**src/rtl/enq_pkg.sv**
```systemverilog
package enq_pkg;
  // Registered view of the qualified enable and its edge strobes.
  typedef struct packed {
    logic lvl;
    logic rise;
    logic fall;
  } enq_evt_t;

  function automatic int enq_max(input int a, input int b);
    return (a > b) ? a : b;
  endfunction
endpackage

```
**src/rtl/enq_sync.sv**
```systemverilog
module enq_sync #(
  parameter int STAGES = 2
) (
  input  logic clk_i,
  input  logic rst_i,
  input  logic d_i,
  output logic q_o
);
  logic [STAGES-1:0] chain;

  genvar g;
  generate
    for (g = 0; g < STAGES; g++) begin : g_stage
      if (g == 0) begin : g_first
        always_ff @(posedge clk_i) begin
          if (rst_i) chain[g] <= 1'b0;
          else       chain[g] <= d_i;
        end
      end else begin : g_next
        always_ff @(posedge clk_i) begin
          if (rst_i) chain[g] <= 1'b0;
          else       chain[g] <= chain[g-1];
        end
      end
    end
  endgenerate

  assign q_o = chain[STAGES-1];
endmodule

```
**src/rtl/enq_filter.sv**
```systemverilog
module enq_filter
  import enq_pkg::*;
#(
  parameter int RISE_CYC = 300,
  parameter int FALL_CYC = 500
) (
  input  logic clk_i,
  input  logic rst_i,
  input  logic s_i,
  output logic lvl_o
);
  localparam int MAXC = enq_max(RISE_CYC, FALL_CYC);
  localparam int CW   = $clog2(MAXC + 1);
  localparam logic [CW-1:0] RISE_LAST = CW'(RISE_CYC - 1);
  localparam logic [CW-1:0] FALL_LAST = CW'(FALL_CYC - 1);

  logic          lvl_q;
  logic [CW-1:0] run_q;
  logic [CW-1:0] last;

  // Width needed depends on which way the level would move.
  always_comb last = lvl_q ? FALL_LAST : RISE_LAST;

  always_ff @(posedge clk_i) begin
    if (rst_i) begin
      lvl_q <= 1'b0;
      run_q <= '0;
    end else if (s_i != lvl_q) begin
      if (run_q == last) begin
        lvl_q <= s_i;
        run_q <= '0;
      end else begin
        run_q <= run_q + 1'b1;
      end
    end else begin
      run_q <= '0;
    end
  end

  assign lvl_o = lvl_q;
endmodule

```
**src/rtl/enq_outreg.sv**
```systemverilog
module enq_outreg
  import enq_pkg::*;
(
  input  logic     clk_i,
  input  logic     rst_i,
  input  logic     lvl_i,
  output enq_evt_t evt_o,
  output logic     sleep_o
);
  enq_evt_t evt_q;
  logic     sleep_q;

  always_ff @(posedge clk_i) begin
    if (rst_i) begin
      evt_q   <= '0;
      sleep_q <= 1'b1;
    end else begin
      evt_q.lvl  <= lvl_i;
      evt_q.rise <= lvl_i & ~evt_q.lvl;
      evt_q.fall <= ~lvl_i & evt_q.lvl;
      sleep_q    <= ~lvl_i;
    end
  end

  assign evt_o   = evt_q;
  assign sleep_o = sleep_q;
endmodule

```
**src/rtl/enable_qualifier.sv**
```systemverilog
module enable_qualifier
  import enq_pkg::*;
#(
  parameter int SYNC_STAGES = 2,
  parameter int RISE_CYC    = 300,
  parameter int FALL_CYC    = 500
) (
  input  logic clk_i,
  input  logic rst_i,
  input  logic en_raw_i,
  output logic en_o,
  output logic clr_o,
  output logic sleep_o,
  output logic byp_drop_o
);
  logic     en_sync;
  logic     en_filt;
  enq_evt_t evt;

  enq_sync #(.STAGES(SYNC_STAGES)) u_sync (
    .clk_i (clk_i),
    .rst_i (rst_i),
    .d_i   (en_raw_i),
    .q_o   (en_sync)
  );

  enq_filter #(.RISE_CYC(RISE_CYC), .FALL_CYC(FALL_CYC)) u_filt (
    .clk_i (clk_i),
    .rst_i (rst_i),
    .s_i   (en_sync),
    .lvl_o (en_filt)
  );

  enq_outreg u_out (
    .clk_i   (clk_i),
    .rst_i   (rst_i),
    .lvl_i   (en_filt),
    .evt_o   (evt),
    .sleep_o (sleep_o)
  );

  assign en_o       = evt.lvl;
  assign clr_o      = evt.rise;
  assign byp_drop_o = evt.fall;
endmodule

```
**config.mk**
```make
export PLATFORM = sky130hd
export DESIGN_NAME = enable_qualifier
export DESIGN_NICKNAME = d
export VERILOG_FILES = /design/src/rtl/enq_pkg.sv /design/src/rtl/enq_sync.sv /design/src/rtl/enq_filter.sv /design/src/rtl/enq_outreg.sv /design/src/rtl/enable_qualifier.sv
export SDC_FILE = /design/constraint.sdc
export NUM_CORES = 1
export LEC_CHECK = 0
export BUFFER_PORTS_ARGS = -buffer_cell sky130_fd_sc_hd__buf_2
export CORE_AREA = 2 2 39 41
export CTS_BUF_LIST = sky130_fd_sc_hd__clkbuf_4 sky130_fd_sc_hd__clkbuf_8
export DETAILED_ROUTE_END_ITERATION = 16
export DIE_AREA = 0 0 41 43
export PLACE_DENSITY = 0.75
export SETUP_SLACK_MARGIN = 0.1
export SYNTH_ARGS = -nofsm -noshare
export SYNTH_HDL_FRONTEND = slang
export SYNTH_SLANG_ARGS = --single-unit
```
**constraint.sdc**
```tcl
create_clock -name clk_i -period 1.9 [get_ports clk_i]
set_input_delay 0.095 -clock clk_i [delete_from_list [all_inputs] [get_ports clk_i]]
set_output_delay 0.095 -clock clk_i [all_outputs]
set_load 0.02 [all_outputs]
```
# After elaboration in Yosys (flattened, before gate mapping)

Index checks and enable logic that the tools add are counted.

Register bits: 16
Bits of input ports: 3
Output and inout bits: 4
Word-level logic and storage cells: 19

$add $sub $neg: 1
Equal/unequal tests: 2
Multiplexer cells: 1
Bitwise operators: 5
Reduce and logical (&&, ||, !) cells: 2

Operators by type and width:

| kind                                                          | count |
|---|---|
| 9-bit by 1-bit adder with 9-bit output, second input constant | 1 |
| 9-bit equality test                                           | 1 |
| 8-bit two-way mux                                             | 1 |
| 1-bit inverter                                                | 3 |
| 3-bit OR reduction                                            | 1 |
| 1-bit AND                                                     | 2 |
| 2-bit AND reduction                                           | 1 |
| 1-bit != test                                                 | 1 |

# Depth between registers and ports, before layout

Depth in word-level cells: 3
Mapped depth: 4
Mapped depth without buffers: 4

# Modules after synthesis

From an unflattened synthesis, not the netlist that was laid out.

Cells, all modules: 62
Area, all modules: 654.4 sq um

Modules (own cells, without submodules):

| module     | instances | cells an instance | area an instance (sq um) | sequential area each (sq um) |
|---|---|---|---|---|
| enq_filter | 1         | 50                | 484.2                    | 200.2 |
| enq_outreg | 1         | 8                 | 117.6                    | 80.1 |
| enq_sync   | 1         | 4                 | 52.6                     | 40.0 |

# Worst setup path before layout

No wires, ideal clock.

Path kind: register to register
Start: register u_filt.run_q[0]
End: register u_filt.run_q[5]
Library setup time: 142 ps
Data arrival time: 1335 ps
Required time: 1758 ps
Setup slack: 424 ps
Cell stages (with the launch flop): 5
Path buffers: 0
Clock period less this slack: 1476 ps
Cell sequence: dfxtp_1 -> ha_1 -> nand4b_2 -> o21ai_1 -> a22oi_1

Longest elaborated chain between the ends: 2
Elaborated cells on any way between the ends: 3
Classes of those cells: 1 x add/sub; 1 x eq/ne; 1 x reduce/logical

RTL lines:

| what                                                                           | line             | text |
|---|---|---|
| from (decl)                                                                    | enq_filter.sv:18 | `logic [CW-1:0] run_q;` |
| from (signal assigned)                                                         | enq_filter.sv:33 | `run_q <= run_q + 1'b1;` |
| branches (longest 2 deep; another with 9-bit by 1-bit adder with 9-bit output) | --               |  |

Several ways; the timed one is not identified.
A chain may end at the register's enable or synchronous reset.

# Worst setup path after layout

Start: register u_filt.run_q[0]
End: register u_filt.run_q[8]

The elaborated chain is that of the path after synthesis.

==> impl_results.md <==
* Power dissipated by switching net loads at 108 uW
* Portion of total power attributed to combinational logic at 1.6%
* Number of global-route vias before repair at 390
* Cell area power density at 781 nW/um^2
* CTS clk-pin slew, worst paths at 0.09 ns
* Setup repair after global routing missed its margin: false
* Maximum level of the CTS H-tree at 1
* Post-Route Skew at 0.000600 ns
* Vias after detailed routing at 483
* Antenna diodes at 0
* Routed Wire Length at 1.05 mm
* Post-layout nets at 77
* Number of slew-limit violations in the final report at 0
* Dominant cells by area after synthesis: sky130_fd_sc_hd__dfxtp_1, sky130_fd_sc_hd__a22oi_1, sky130_fd_sc_hd__nor3b_1
* GRT overflow at 0
* Commonest non-fill, non-tap cell in the layout: sky130_fd_sc_hd__dfxtp_1
* Clock tree from TritonCTS: built
* Number of placed I/O pins at 7
* DRC Markers at 0
* Post-CTS setup buffer count at 0
* Number of library cell types mapped by synthesis at 26
* Final weighted congestion in routability-driven placement at 0.722
* Total of hold buffers inserted after clock tree synthesis at 0
* Gate count of the mapped netlist at 61
* Cell taking the most area after synthesis: sky130_fd_sc_hd__dfxtp_1
* CTS-repair resized insts at 0
* Endpoints failing setup at 0
* Number of DRC markers after the initial detailed-route iteration at 6
* Netlist area before placement at 632 sq um
* Die ar. at 1760 sq um
* Num rows at 14
* First-pass GRT wire length at 1.55 mm
* Flop pwr share at 59.9%
* Relative area change from synthesis to final layout at 14.9%
* F_max at 656 MHz
* Fin crit share at 80.3%
* Mean Syn Cell Area at 10.4 sq um
* Layout cell share with drive strength beyond 1 at 19.4%
* Tightest Hold Check Type: input pin to flop
* Portion of total power attributed to the clock network at 38.5%
* Via density per instance at 5.49
* Leakage at 0.000273 uW
* Worst Path Arrival at 1.73 ns
* Worst-margin pin slew at 0.333 ns
* Kind of launch point of the worst setup path: flop
* Worst setup EP type: flop
* Estimated wirelength of the detail-placed design at 787 microns
* Overall global routing resource usage at 13.6%
* Warnings, synthesis at 0
* Clock latency of the later-clocked register in the worst-skew pair at 0.28 ns
* Launch instance of the worst min-delay path: en_raw_i
* Die H at 43 microns
* Number of cells in the design after placement at 84
* Number of synthesized register bits at 16
* Net switching share of the total power at 19.0%
* Final TNS setup at 0 ns
* Core Area at 1380 sq um
* Initial DRT Pass Iterations at 4
* Crit-path max FO at 5
* TritonCTS buffer count at 3
* Syn Nets at 65
* Minimum clock period after layout at 1.52 ns
* Input/output buffers at 6
* Worst Path Required at 2.11 ns
* Max IR drop VDD at 0.000347 V
* Buffer type at the clock tree root: sky130_fd_sc_hd__clkbuf_4
* Number of max-cap violations at 0
* Launch point of the critical path: u_filt.run_q[0]
* Remaining max-slew budget at the tightest pin at 77.8%
* Int Pwr at 459 uW
* Die Wd at 41 microns
* CTS Sinks at 16
* Clock Tree Buf Depth at 2
* Initial antenna violation count at 0
* Share of Yosys cell area claimed by the top area cell type at 50.7%
* Seq/Total Area, Yosys at 50.7%
* Final cell count without fillers at 88
* Initial Utilization at 45.7%
* Launching point of the worst reg2reg path: u_filt.run_q[0]
* Fill cell total of the finished layout at 140
* Wire length per cell at 12.0 microns
* Result of the run: finished, final reports clean
* Antenna Nets Post-Route at 0
* Hold Vio Cnt, Final at 0
* Pin count of the biggest net entering global routing at 10
* Commonest non-fill, non-tap cells in the layout: sky130_fd_sc_hd__dfxtp_1, sky130_fd_sc_hd__buf_2, sky130_fd_sc_hd__a22oi_1, sky130_fd_sc_hd__a21oi_1
* Category of the critical setup timing path: flop to flop
## through the flow
step / total power [uW] / worst slack [ns] / util, % / area (sq um) / hold WS [ns]
floorplan: 352 / 0.424 / - / 632 / 0.167
CTS: 572 / 0.380 / 52.4 / 726 / 0.0257
global placement: 356 / 0.456 / 49.8 / 689 / 0.314
finish: 567 / 0.375 / 52.4 / 726 / 0.0271
detailed placement: 356 / 0.388 / 49.8 / 689 / 0.320
global route: 595 / 0.288 / 52.4 / 726 / 0.0398
## cells in the mapped netlist
cell,n
sky130_fd_sc_hd__a21boi_1,1
sky130_fd_sc_hd__a21oi_1,4
sky130_fd_sc_hd__a22oi_1,4
sky130_fd_sc_hd__dfxtp_1,16
sky130_fd_sc_hd__ha_1,1
sky130_fd_sc_hd__inv_1,1
sky130_fd_sc_hd__nand2_1,3
sky130_fd_sc_hd__nand2b_1,1
sky130_fd_sc_hd__nand3_1,3
sky130_fd_sc_hd__nand4_1,1
sky130_fd_sc_hd__nand4b_1,1
sky130_fd_sc_hd__nand4b_2,1
sky130_fd_sc_hd__nor2_1,2
sky130_fd_sc_hd__nor2b_1,3
sky130_fd_sc_hd__nor3b_1,3
sky130_fd_sc_hd__o21ai_0,3
sky130_fd_sc_hd__o21ai_1,1
sky130_fd_sc_hd__o21ai_4,1
sky130_fd_sc_hd__o21bai_1,1
sky130_fd_sc_hd__o2bb2ai_1,1
sky130_fd_sc_hd__o31ai_1,1
sky130_fd_sc_hd__or3_1,3
sky130_fd_sc_hd__or4_1,1
sky130_fd_sc_hd__or4b_4,1
sky130_fd_sc_hd__xnor2_1,1
sky130_fd_sc_hd__xor2_1,2
## layout make-up
cell class | count | area [sq um] | area share, %
Clock buffer | 4 | 36.3 | 5.00
Inverter | 1 | 3.75 | 0.517
Multi-Input combinational cell | 44 | 308 | 42.4
Sequential cell | 16 | 320 | 44.1
Tap cell | 16 | 20.0 | 2.76
Timing Repair Buffer | 7 | 37.5 | 5.17
## logic make-up (layout without fill, tap and decap cells)
family / Yosys count / after routing / synth area share, %
adders and majority gates: 1 / 1 / 1.98
buffers and inverters: 1 / 12 / 0.593
DFF: 16 / 16 / 50.7
AOI/OAI and AO/OA: 17 / 17 / 18.6
and+or+nand+nor: 23 / 23 / 24.0
xor gates and xnor gates: 3 / 3 / 4.16
## sequential cells by signal, indices dropped and copies added, names as in the netlist
signal / cells
u_sync.chain: 1
u_out.evt_o: 3
u_out.sleep_o: 1
u_filt.lvl_o: 1
u_sync.q_o: 1
u_filt.run_q: 9
## worst paths after layout
| check | slack [ns] | endpoint | cells after the start |
|---|---|---|---|
| worst max-delay path | 0.38 | u_filt.run_q[8] | 4 |
| worst max register to register | 0.38 | u_filt.run_q[8] | 4 |
| worst min-delay path | 0.03 | u_sync.chain[0] | 2 |
| worst min register to register | 0.44 | u_out.evt_o[1] | 1 |
## critical path, cell delays in order, from the launching register on
cell and delay, ns:
sky130_fd_sc_hd__dfxtp_1 0.40, sky130_fd_sc_hd__ha_1 0.27, sky130_fd_sc_hd__nand2_1 0.12, sky130_fd_sc_hd__or4_1 0.51, sky130_fd_sc_hd__a22oi_1 0.15
## routing by layer
layer	share of wire (%)	global-route usage [%]	routed length, microns
met1	47	16.9	498
met2	49	19.4	514
met3	3.9	4.71	41
met4	0	8.00	0
met5	0	0	0
## power groups by stage
stage          clock network (uW)  registers [uW]  logic [uW]
2_1_floorplan                   0             347        4.96
3_3_place_gp                    0             347        9.12
3_5_place_dp                    0             347        9.24
4_1_cts                       223             339        9.33
5_1_grt                       245             340        10.3
6_report                      218             339        9.22
(Power assumes the default switching activity.)
